File: config.mk
export PLATFORM = sky130hd
export DESIGN_NAME = xfer_addr_unit
export DESIGN_NICKNAME = d
export VERILOG_FILES = /design/src/rtl/xau_pkg.sv /design/src/rtl/xau_addr_slot.sv /design/src/rtl/xau_counter.sv /design/src/rtl/xfer_addr_unit.sv
export SDC_FILE = /design/constraint.sdc
export NUM_CORES = 1
export LEC_CHECK = 0
export BUFFER_PORTS_ARGS = -buffer_cell sky130_fd_sc_hd__buf_2
export CAP_MARGIN = 0
export CORE_MARGIN = 10
export CORE_UTILIZATION = 27
export CTS_CLUSTER_DIAMETER = 30
export DETAILED_ROUTE_END_ITERATION = 8
export PLACE_DENSITY = 0.49
export SETUP_SLACK_MARGIN = 0.5
export SYNTH_ARGS = -nofsm -noshare
export SYNTH_HDL_FRONTEND = slang
export SYNTH_SLANG_ARGS = --single-unit
File: constraint.sdc
create_clock -name clk -period 3.85 [get_ports clk]
set_input_delay 0.77 -clock clk [delete_from_list [all_inputs] [get_ports clk]]
set_output_delay 0.77 -clock clk [all_outputs]
set_load 0.02 [all_outputs]
File: src/rtl/xau_pkg.sv
package xau_pkg;
  localparam int ADDR_W = 22;
  localparam int OFF_W  = 16;
  localparam int HI_W   = ADDR_W - OFF_W;
  localparam int WORD_W = 16;
  localparam int SEL_W  = 4;

  typedef enum logic [1:0] {
    MTH_INC  = 2'b00,
    MTH_DEC  = 2'b01,
    MTH_HLD0 = 2'b10,
    MTH_HLD1 = 2'b11
  } method_e;

  typedef struct packed {
    logic            remote;
    logic            io;
    logic [HI_W-1:0] hi;
    method_e         mth;
  } tag_t;

  // word layout: 15 remote, 14 io, 13:8 hi, 4:3 method, rest zero
  function automatic tag_t tag_unpack(input logic [WORD_W-1:0] w);
    tag_t t;
    t.remote = w[15];
    t.io     = w[14];
    t.hi     = w[13:8];
    t.mth    = method_e'(w[4:3]);
    return t;
  endfunction

  function automatic logic [WORD_W-1:0] tag_pack(input tag_t t);
    return {t.remote, t.io, t.hi, 3'b000, t.mth, 3'b000};
  endfunction

  function automatic logic [ADDR_W-1:0] addr_next(input logic [ADDR_W-1:0] a,
                                                  input method_e m,
                                                  input logic byte_mode);
    logic [ADDR_W-1:0] delta;
    delta = byte_mode ? ADDR_W'(1) : ADDR_W'(2);
    case (m)
      MTH_INC: return a + delta;
      MTH_DEC: return a - delta;
      default: return a;
    endcase
  endfunction
endpackage

File: src/rtl/xau_addr_slot.sv
module xau_addr_slot
  import xau_pkg::*;
(
  input  logic                 clk,
  input  logic                 rst_n,
  input  logic                 wr_cur_off,
  input  logic                 wr_cur_tag,
  input  logic                 wr_base_off,
  input  logic                 wr_base_tag,
  input  logic [WORD_W-1:0]    wdata,
  input  logic                 step,
  input  logic                 reload,
  input  logic                 byte_mode,
  output logic [ADDR_W-1:0]    cur_addr,
  output logic                 cur_remote,
  output logic                 cur_io,
  output logic [WORD_W-1:0]    cur_off_word,
  output logic [WORD_W-1:0]    cur_tag_word,
  output logic [WORD_W-1:0]    base_off_word,
  output logic [WORD_W-1:0]    base_tag_word
);
  tag_t             cur_tag, base_tag;
  logic [OFF_W-1:0] cur_off, base_off;
  logic [ADDR_W-1:0] addr_stepped;
  logic             step_go;
  logic             cur_wr_any;
  logic             base_wr_any;

  assign step_go     = step & ~reload;
  assign cur_wr_any  = wr_cur_off | wr_cur_tag;
  assign base_wr_any = wr_base_off | wr_base_tag;
  assign addr_stepped = addr_next({cur_tag.hi, cur_off}, cur_tag.mth, byte_mode);

  always_ff @(posedge clk or negedge rst_n) begin
    if (!rst_n) begin
      base_off <= '0;
      base_tag <= '0;
    end else begin
      if (wr_base_off) base_off <= wdata[OFF_W-1:0];
      if (wr_base_tag) base_tag <= tag_unpack(wdata);
    end
  end

  always_ff @(posedge clk or negedge rst_n) begin
    if (!rst_n) begin
      cur_off <= '0;
    end else if (wr_cur_off) begin
      cur_off <= wdata[OFF_W-1:0];
    end else if (reload) begin
      cur_off <= base_off;
    end else if (step_go) begin
      cur_off <= addr_stepped[OFF_W-1:0];
    end
  end

  always_ff @(posedge clk or negedge rst_n) begin
    if (!rst_n) begin
      cur_tag <= '0;
    end else if (wr_cur_tag) begin
      cur_tag <= tag_unpack(wdata);
    end else if (reload) begin
      cur_tag <= base_tag;
    end else if (step_go) begin
      cur_tag.hi <= addr_stepped[ADDR_W-1:OFF_W];
    end
  end

  assign cur_addr      = {cur_tag.hi, cur_off};
  assign cur_remote    = cur_tag.remote;
  assign cur_io        = cur_tag.io;
  assign cur_off_word  = WORD_W'(cur_off);
  assign cur_tag_word  = tag_pack(cur_tag);
  assign base_off_word = WORD_W'(base_off);
  assign base_tag_word = tag_pack(base_tag);


  base_stable_chk: assert property (@(posedge clk) disable iff (!rst_n)
    !base_wr_any |=> ($stable(base_off) && $stable(base_tag)));


  hold_mode_chk: assert property (@(posedge clk) disable iff (!rst_n)
    (step_go && !cur_wr_any && cur_tag.mth[1]) |=> $stable(cur_addr));


  reload_copy_chk: assert property (@(posedge clk) disable iff (!rst_n)
    (reload && !cur_wr_any && !base_wr_any) |=>
      (cur_off == $past(base_off) && cur_tag == $past(base_tag)));
endmodule

File: src/rtl/xau_counter.sv
module xau_counter #(
  parameter int CNT_W = 16
) (
  input  logic             clk,
  input  logic             rst_n,
  input  logic             wr_cur,
  input  logic             wr_base,
  input  logic [CNT_W-1:0] wdata,
  input  logic             step,
  input  logic             reload,
  output logic [CNT_W-1:0] cur_cnt,
  output logic [CNT_W-1:0] base_cnt,
  output logic             tc
);
  logic step_go;
  logic last_datum;

  assign step_go    = step & ~reload;
  assign last_datum = (cur_cnt == CNT_W'(1));

  always_ff @(posedge clk or negedge rst_n) begin
    if (!rst_n) begin
      base_cnt <= '0;
    end else if (wr_base) begin
      base_cnt <= wdata;
    end
  end

  always_ff @(posedge clk or negedge rst_n) begin
    if (!rst_n) begin
      cur_cnt <= '0;
      tc      <= 1'b0;
    end else if (wr_cur) begin
      cur_cnt <= wdata;
      tc      <= 1'b0;
    end else if (reload) begin
      cur_cnt <= base_cnt;
      tc      <= 1'b0;
    end else if (step_go) begin
      cur_cnt <= cur_cnt - CNT_W'(1);
      if (last_datum) tc <= 1'b1;
    end
  end


  tc_rise_chk: assert property (@(posedge clk) disable iff (!rst_n)
    $rose(tc) |-> $past(step_go && !wr_cur && last_datum));


  cnt_dec_chk: assert property (@(posedge clk) disable iff (!rst_n)
    (step_go && !wr_cur) |=> (cur_cnt == $past(cur_cnt) - CNT_W'(1)));


  wr_prio_chk: assert property (@(posedge clk) disable iff (!rst_n)
    wr_cur |=> (cur_cnt == $past(wdata) && !tc));
endmodule

File: src/rtl/xfer_addr_unit.sv
module xfer_addr_unit
  import xau_pkg::*;
#(
  parameter int CNT_W = 16
) (
  input  logic               clk,
  input  logic               rst_n,
  input  logic               reg_wr,
  input  logic [SEL_W-1:0]   reg_sel,
  input  logic [WORD_W-1:0]  reg_wdata,
  output logic [WORD_W-1:0]  reg_rdata,
  input  logic               step,
  input  logic               reload,
  output logic [ADDR_W-1:0]  src_addr,
  output logic               src_remote,
  output logic               src_io,
  output logic [ADDR_W-1:0]  dst_addr,
  output logic               dst_remote,
  output logic               dst_io,
  output logic               term_cnt
);
  localparam int NSLOT = 2;
  localparam int SLOT_REGS = 4;
  localparam logic [SEL_W-1:0] SEL_CNT_CUR  = SEL_W'(NSLOT * SLOT_REGS);
  localparam logic [SEL_W-1:0] SEL_CNT_BASE = SEL_W'(NSLOT * SLOT_REGS + 1);
  localparam logic [SEL_W-1:0] SEL_CTRL     = SEL_W'(NSLOT * SLOT_REGS + 2);

  logic flip, byte_mode;
  logic [ADDR_W-1:0] s_addr   [NSLOT];
  logic              s_remote [NSLOT];
  logic              s_io     [NSLOT];
  logic [WORD_W-1:0] s_rd     [NSLOT][SLOT_REGS];
  logic [CNT_W-1:0]  cur_cnt, base_cnt;

  always_ff @(posedge clk or negedge rst_n) begin
    if (!rst_n) begin
      flip      <= 1'b0;
      byte_mode <= 1'b0;
    end else if (reg_wr && reg_sel == SEL_CTRL) begin
      flip      <= reg_wdata[0];
      byte_mode <= reg_wdata[1];
    end
  end

  for (genvar g = 0; g < NSLOT; g++) begin : g_slot
    localparam logic [SEL_W-1:0] BASE_SEL = SEL_W'(g * SLOT_REGS);
    xau_addr_slot i_slot (
      .clk           (clk),
      .rst_n         (rst_n),
      .wr_cur_off    (reg_wr && reg_sel == BASE_SEL),
      .wr_cur_tag    (reg_wr && reg_sel == BASE_SEL + SEL_W'(1)),
      .wr_base_off   (reg_wr && reg_sel == BASE_SEL + SEL_W'(2)),
      .wr_base_tag   (reg_wr && reg_sel == BASE_SEL + SEL_W'(3)),
      .wdata         (reg_wdata),
      .step          (step),
      .reload        (reload),
      .byte_mode     (byte_mode),
      .cur_addr      (s_addr[g]),
      .cur_remote    (s_remote[g]),
      .cur_io        (s_io[g]),
      .cur_off_word  (s_rd[g][0]),
      .cur_tag_word  (s_rd[g][1]),
      .base_off_word (s_rd[g][2]),
      .base_tag_word (s_rd[g][3])
    );
  end

  xau_counter #(.CNT_W(CNT_W)) i_cnt (
    .clk      (clk),
    .rst_n    (rst_n),
    .wr_cur   (reg_wr && reg_sel == SEL_CNT_CUR),
    .wr_base  (reg_wr && reg_sel == SEL_CNT_BASE),
    .wdata    (reg_wdata[CNT_W-1:0]),
    .step     (step),
    .reload   (reload),
    .cur_cnt  (cur_cnt),
    .base_cnt (base_cnt),
    .tc       (term_cnt)
  );

  always_comb begin
    reg_rdata = '0;
    if (reg_sel < SEL_CNT_CUR)
      reg_rdata = s_rd[reg_sel[2]][reg_sel[1:0]];
    else if (reg_sel == SEL_CNT_CUR)
      reg_rdata = WORD_W'(cur_cnt);
    else if (reg_sel == SEL_CNT_BASE)
      reg_rdata = WORD_W'(base_cnt);
    else if (reg_sel == SEL_CTRL)
      reg_rdata = {{(WORD_W-2){1'b0}}, byte_mode, flip};
  end

  assign src_addr   = flip ? s_addr[1]   : s_addr[0];
  assign src_remote = flip ? s_remote[1] : s_remote[0];
  assign src_io     = flip ? s_io[1]     : s_io[0];
  assign dst_addr   = flip ? s_addr[0]   : s_addr[1];
  assign dst_remote = flip ? s_remote[0] : s_remote[1];
  assign dst_io     = flip ? s_io[0]     : s_io[1];


  src_dst_differ_chk: assert property (@(posedge clk) disable iff (!rst_n)
    $changed(flip) |-> (src_addr == $past(dst_addr) || !$stable(s_addr[0]) || !$stable(s_addr[1])));
endmodule

==> flow_metrics.py, run 1 <==
metrics = {
    "worst_setup_path": {
        "path_max_fanout": 19,
        "critPathMaxStageDelay_ns": 0.52,
        "r2r_cells": 12,
        "worstPathCellList": "clkbuf_4 -> buf_12 -> mux4_2 -> mux2i_1 -> o21ai_0 -> buf_2",
        "worstPathArrival_ns": 2.50,
        "end_kind": "output pin",
        "cp-start-kind": "input port",
        "critPathKind": "input port to output pin",
        "slowest_stage": "mux4_2",
        "cp.required_ns": 3.08,
    },
    "synth": {
        "ys_seq_area_share_pct": 34.2,
        "yosys.area.top_type": "dfrtp_1",
        "synth-seq-cells": 139,
        "ys.flop_type": "dfrtp_1",
        "yosysUniqueCellTypes": 77,
        "avgSynthCellArea_sq_um": 9.11,
        "synthesis.instances": 1117,
        "yosys.area.top_type_share_pct": 34.2,
        "synth_edf_count": 0,
        "async_flop_share_pct": 100,
        "synthTopCellsByArea": "dfrtp_1 34%, mux2_2 13%, mux4_2 5.5%",
        "synth_fp_nets": 1152,
        "syn_area_sq_um": 10200,
        "yosys_warnings": 0,
    },
    "power_and_ir_drop": {
        "p_leak_uw": 0.00476,
        "p_per_area_nw_per_um2": 585,
        "vdd_drop_max_mv": 0.264,
    },
    "routing": {
        "wl_mm": 39.3,
        "vias": 9324,
        "first_iter_violations": 832,
        "wl_per_cell_um": 23.3,
        "firstDrtPassIters": 7,
        "drc": 0,
        "ant_nets": 0,
        "viasPerCell": 5.54,
    },
    "run": {
        "max-cap-violations": 0,
    },
    "sta": {
        "rsz0062_at_grt": "no",
        "report.final.hold_viol_count": 0,
        "drv_slew": 0,
        "setup_viol": 0,
        "finClkSkew_ns": 0.0111,
        "worst_slew_pin_slew_ns": 0.949,
        "max_slew_margin_pct": 36.6,
        "tns_ns": 0,
        "setup_slack_ns": 0.579,
        "fmax_ghz": 0.306,
        "fin_crit_sh_pct": 84.9,
        "fin_crit_ns": 3.27,
    },
    "die": {
        "die_h_um": 214,
        "chipWidth_um": 214,
        "initial_core_util_pct": 27.2,
        "boundaryPins": 90,
        "rows": 71,
        "core-area_sq_um": 37400,
        "die_area_sq_um": 45900,
    },
    "clocking": {
        "clk_pin_slew_ns": 0.06,
        "cts_buffers": 17,
        "cts_tree": "built",
        "postCtsHoldBufs": 0,
        "cts.path.max_buffers": 2,
        "cts_root_buf": "clkbuf_16",
        "cts_sinks": 139,
        "clk_latency_ns": 0.44,
        "htree_levels": 4,
    },
    "grt": {
        "grt_pass1_vias": 9101,
        "overflow": 0,
        "grt_util_all_layers_pct": 16.7,
        "antenna_found_initial": 0,
        "grt_pass1_wl_mm": 59.4,
        "grt_max_degree": 76,
    },
    "cells_and_area": {
        "layout.nets": 1194,
        "area_growth_pct": 16.0,
        "multiInputGateArea_sq_um": 6220,
        "ff_latch_area_sq_um": 3480,
        "layout_commonest_cell": "dfrtp_1",
        "antenna_cells": 0,
        "fillCellCount": 3933,
        "final_cell_area_sq_um": 11800,
        "final_cell_mix": "138 x dfrtp_1, 117 x nand2_1, 113 x mux2_2",
        "drive_above_1_share_pct": 28.3,
    },
    "placement": {
        "portBuffers": 89,
        "placed_cell_area_sq_um": 11200,
        "dpl_worst_slack_ns": 0.450,
        "gp_congestion": 0.879,
        "dp_hpwl_mm": 29.1,
    },
    "worst_hold_path": {
        "hold_class": "input port to async pin",
    },
    "status": {
        "status": "finished, final reports clean",
    },
}
## flip-flops by register name (all words and copies together) (netlist names)
register and cells:
g_slot.i_slot.cur_off_word 32, g_slot.i_slot.cur_io 2, g_slot.i_slot.cur_remote 2, i_cnt.cur_cnt 16
byte_mode 1, i_cnt.tc 1, flip 1, g_slot.i_slot.base_tag_word 20
i_cnt.base_cnt 16, g_slot.i_slot.base_off_word 32, g_slot.i_slot.cur_addr 12, g_slot.i_slot.cur_tag_word 4
## final cells by class
| type | instances | area share, % |
|---|---|---|
| Clock inverter | 11 | 1.66 |
| Inverter | 18 | 0.572 |
| Clock buffer | 20 | 3.70 |
| Tap cell | 511 | 5.42 |
| Timing Repair Buffer | 128 | 6.45 |
| Multi-Input combinational cell | 855 | 52.7 |
| Sequential cell | 139 | 29.5 |
## critical path, delay by kind of cell
| kind | cells | cell delay, ns |
|---|---|---|
| compound gates | 1 | 0.17 |
| buf+inv | 3 | 0.67 |
| mux | 2 | 0.87 |
## per-layer routing
metal  share of wire [%]  vias up  wire, um  GRT usage (%)
li1                    -     4169         -              -
met1                  43     4770     17000           21.5
met2                  48      336     18900           27.4
met3                 6.1       49      2390           3.23
met4                 2.4        0       925           5.67
met5                   0        -         0              0
## report_power, final
group / internal, uW / switching, uW / total [uW] / leakage, uW
Sequential: 1810 / 734 / 2540 / 0.00171
Clock: 1150 / 671 / 1820 / 0.000300
Combinational: 1130 / 1420 / 2550 / 0.00275
## cell usage after synthesis, types with 4 or more instances
library cell,number
nand3b_1,5
mux2i_1,30
o221ai_1,5
xnor2_1,31
mux4_2,25
dfrtp_1,139
nor3_1,33
or4_1,8
nand4_1,12
nand2b_1,11
clkbuf_1,68
inv_1,18
a21oi_1,64
ha_1,8
a221oi_1,5
a31oi_1,13
buf_2,19
nand2_1,117
nor2_1,75
a22oi_1,16
o21ai_0,93
mux2_2,113
nor4_1,12
o22ai_1,7
buf_1,13
a222oi_1,4
or4_4,5
or3_1,16
or2_2,4
and3_1,21
nor2b_1,7
xor2_1,20
nand3_1,32
a211oi_1,4
## kinds of logic after synthesis
logic type,count (synthesis),share of synthesized area (%)
AND/OR/NAND/NOR,382,19.4
AO/OA/AOI/OAI,243,14.4
multiplexers,169,21.2
flip-flops,139,34.2
buffers and inverters,123,4.98
XOR/XNOR,51,4.39
adder cells (fa/ha/maj),10,1.38
## what timing repair did
action	CTS	global route
setup endpoints to repair	2	15
setup buffers	0	0
gates cloned	0	0
resized for setup	2	3
## worst paths after layout
| path | start | endpoint | slack, ns |
|---|---|---|---|
| worst max-delay path | reg_sel[1] | reg_rdata[11] | 0.58 |
| worst min-delay path | rst_n | g_slot[0].i_slot.cur_off_word[0] | 0.36 |
| worst max register to register | g_slot[1].i_slot.cur_tag_word[4] | g_slot[1].i_slot.cur_off_word[14] | 0.74 |
| worst min register to register | g_slot[1].i_slot.base_off_word[8] | g_slot[1].i_slot.base_off_word[8] | 0.54 |
| max in group asynchronous | rst_n | g_slot[0].i_slot.base_tag_word[14] | 2.62 |
| min in group clk | g_slot[1].i_slot.base_off_word[8] | g_slot[1].i_slot.base_off_word[8] | 0.54 |
## through the flow
| stage | total power [uW] | cells | util [%] | hold slack (ns) |
|---|---|---|---|---|
| 2_1_floorplan | 4110 | 1117 | - | 0.474 |
| 3_3_place_gp | 5060 | 1651 | 29.8 | 0.512 |
| 3_5_place_dp | 5080 | 1651 | 29.8 | 0.518 |
| 4_1_cts | 6920 | 1682 | 31.5 | 0.387 |
| 5_1_grt | 7250 | 1682 | 31.6 | 0.412 |
| 6_report | 6910 | 1682 | 31.6 | 0.364 |
Note: power is estimated with default switching activity, not from simulation.
==> inputs of run 2 (changes only) <==
==> constraint.sdc (replaced) <==
create_clock -name clk -period 3.01 [get_ports clk]
set_input_delay 0.602 -clock clk [delete_from_list [all_inputs] [get_ports clk]]
set_output_delay 0.602 -clock clk [all_outputs]
set_load 0.02 [all_outputs]
==> run 2 against run 1 <==
Compared with the run above:
- clock skew down 0.0016 ns
- via count up 4.4%
- sequential share of layout area down 3.3 points
==> flow_metrics.py, run 2 (synthesis gave the netlist of run 1 again) <==
metrics = {
    "routing": {
        "first_iter_violations": 1025,
        "drc": 0,
        "viasPerCell": 5.48,
        "wl_per_cell_um": 23.9,
        "firstDrtPassIters": 6,
        "wl_mm": 42.3,
        "vias": 9733,
        "ant_nets": 0,
    },
    "clocking": {
        "clk_latency_ns": 0.44,
        "cts_sinks": 139,
        "cts_tree": "built",
        "cts_root_buf": "clkbuf_16",
        "cts.path.max_buffers": 2,
        "cts_buffers": 17,
        "clk_pin_slew_ns": 0.06,
        "htree_levels": 4,
        "postCtsHoldBufs": 0,
    },
    "sta": {
        "fin_crit_sh_pct": 88.1,
        "report.final.hold_viol_count": 0,
        "setup_viol": 0,
        "rsz0062_at_grt": "yes",
        "worst_slew_pin_slew_ns": 1.15,
        "drv_slew": 0,
        "fmax_ghz": 0.377,
        "fin_crit_ns": 2.65,
        "tns_ns": 0,
        "max_slew_margin_pct": 22.5,
        "finClkSkew_ns": 0.00943,
    },
    "placement": {
        "portBuffers": 89,
        "gp_congestion": 0.926,
        "placed_cell_area_sq_um": 11600,
        "dp_hpwl_mm": 29.9,
    },
    "power_and_ir_drop": {
        "switchingPower_uw": 3980,
        "power_uw": 9690,
        "comb_power_share_pct": 46.5,
        "power_frac_clock_pct": 23.2,
        "vdd_drop_max_mv": 0.423,
        "swShare_pct": 41.1,
        "sequentialPowerShare_pct": 30.4,
        "p_per_area_nw_per_um2": 724,
        "p_leak_uw": 0.00536,
        "p_int_uw": 5710,
    },
    "die": {
        "boundaryPins": 90,
        "chipWidth_um": 214,
        "die_h_um": 214,
        "core-area_sq_um": 37400,
        "die_area_sq_um": 45900,
        "initial_core_util_pct": 27.2,
        "rows": 71,
    },
    "cells_and_area": {
        "antenna_cells": 0,
        "area_growth_pct": 31.5,
        "drive_above_1_share_pct": 40.7,
        "final_cell_area_sq_um": 13400,
        "fin_util_pct": 35.8,
        "final_cell_mix": "118 x dfrtp_1, 116 x nand2_1, 112 x mux2_2",
        "layout_commonest_cell": "dfrtp_1",
        "layout.nets": 1287,
    },
    "grt": {
        "top_usage_layer": "met2",
        "antenna_found_initial": 0,
        "gr-usage-met3_pct": 3.70,
        "met2_usage_pct": 30.0,
        "grt_pass1_vias": 9682,
        "grtUsageMet1_pct": 23.1,
        "grt_util_all_layers_pct": 18.0,
        "overflow": 0,
        "grt_pass1_wl_mm": 63.9,
        "grt_max_degree": 67,
    },
    "worst_setup_path": {
        "worstPathArrival_ns": 2.05,
        "critPathKind": "register to output pin",
        "path_max_fanout": 2,
        "path_buf_inv": 3,
        "slowest_stage": "mux4_2",
        "critPathMaxStageDelay_ns": 0.47,
        "worstPathCellList": "buf_6 -> mux4_2 -> a222oi_1 -> inv_1 -> buf_6",
        "cp-start-kind": "register",
        "path_common_cell": "buf_6",
        "end_kind": "output pin",
        "crit_family": "multiplexers",
        "cp.required_ns": 2.41,
    },
    "run": {
        "max-cap-violations": 0,
    },
    "status": {
        "status": "finished, final reports clean",
    },
    "worst_hold_path": {
        "hold_class": "input port to async pin",
    },
}
-- run 2: area by class of cell --
cell class                      instances  area (sq um)
Fill cell                            3791         24000
Multi-Input combinational cell        855          6810
Sequential cell                       139          3510
Timing Repair Buffer                  221          1750
Tap cell                              511           639
Clock buffer                           19           433
Clock inverter                         12           174
Inverter                               18          67.6
-- run 2: power by group through the flow --
stage               combinational (uW)  sequential (uW)  clock, uW
floorplan                         2710             2650          0
global placement                  3720             3040          0
detailed placement                3730             3030          0
CTS                               4300             2910       2270
global route                      4810             3000       2340
finish                            4500             2940       2240
-- run 2: stage by stage --
step / setup WS (ns) / instances / hold WS [ns]
final: 0.357 / 1775 / 0.201
after CTS: 0.356 / 1761 / 0.215
after detailed placement: 0.124 / 1684 / 0.521
after global routing: 0.302 / 1775 / 0.242
after floorplan: 0.427 / 1117 / 0.306
after global placement: 0.131 / 1684 / 0.505
-- run 2: timing repair --
| action | in CTS | in global routing |
|---|---|---|
| pin swaps | 16 | 39 |
| buffers inserted | 43 | 14 |
| resized for setup | 100 | 56 |
| cloned | 3 | 0 |
| setup endpoints to repair | 35 | 36 |
-- run 2: worst register-to-register path: stages, from the launching register on --
cell      delay, ns
dfrtp_2        0.39
nand2b_4       0.14
inv_2          0.04
and2_4         0.15
fa_2           0.39
or3_4          0.46
buf_4          0.16
o32ai_2        0.28
xnor2_1        0.18
o21ai_2        0.06
mux2i_1        0.17
o21ai_2        0.06
-- run 2: final timing paths --
check,start,end,slack (ns),depth (start not counted)
setup reg to reg,g_slot[0].i_slot.cur_tag_word[4],g_slot[0].i_slot.cur_off_word[10],0.42,11
min in group clk,reg_wdata[2],g_slot[0].i_slot.cur_off_word[2],0.51,3
max in group asynchronous,rst_n,g_slot[1].i_slot.cur_off_word[6],2.10,2
hold / removal,rst_n,g_slot[0].i_slot.base_tag_word[12],0.20,1
hold reg to reg,g_slot[0].i_slot.base_off_word[12],g_slot[0].i_slot.base_off_word[12],0.53,1
setup / recovery,g_slot[0].i_slot.cur_off_word[5],reg_rdata[5],0.36,5
-- run 2: per-layer routing --
metal / vias to the layer above / wire [um]
met3: 59 / 3210
met2: 451 / 20400
met5: - / 0
li1: 4361 / -
met4: 0 / 911
met1: 4862 / 17800
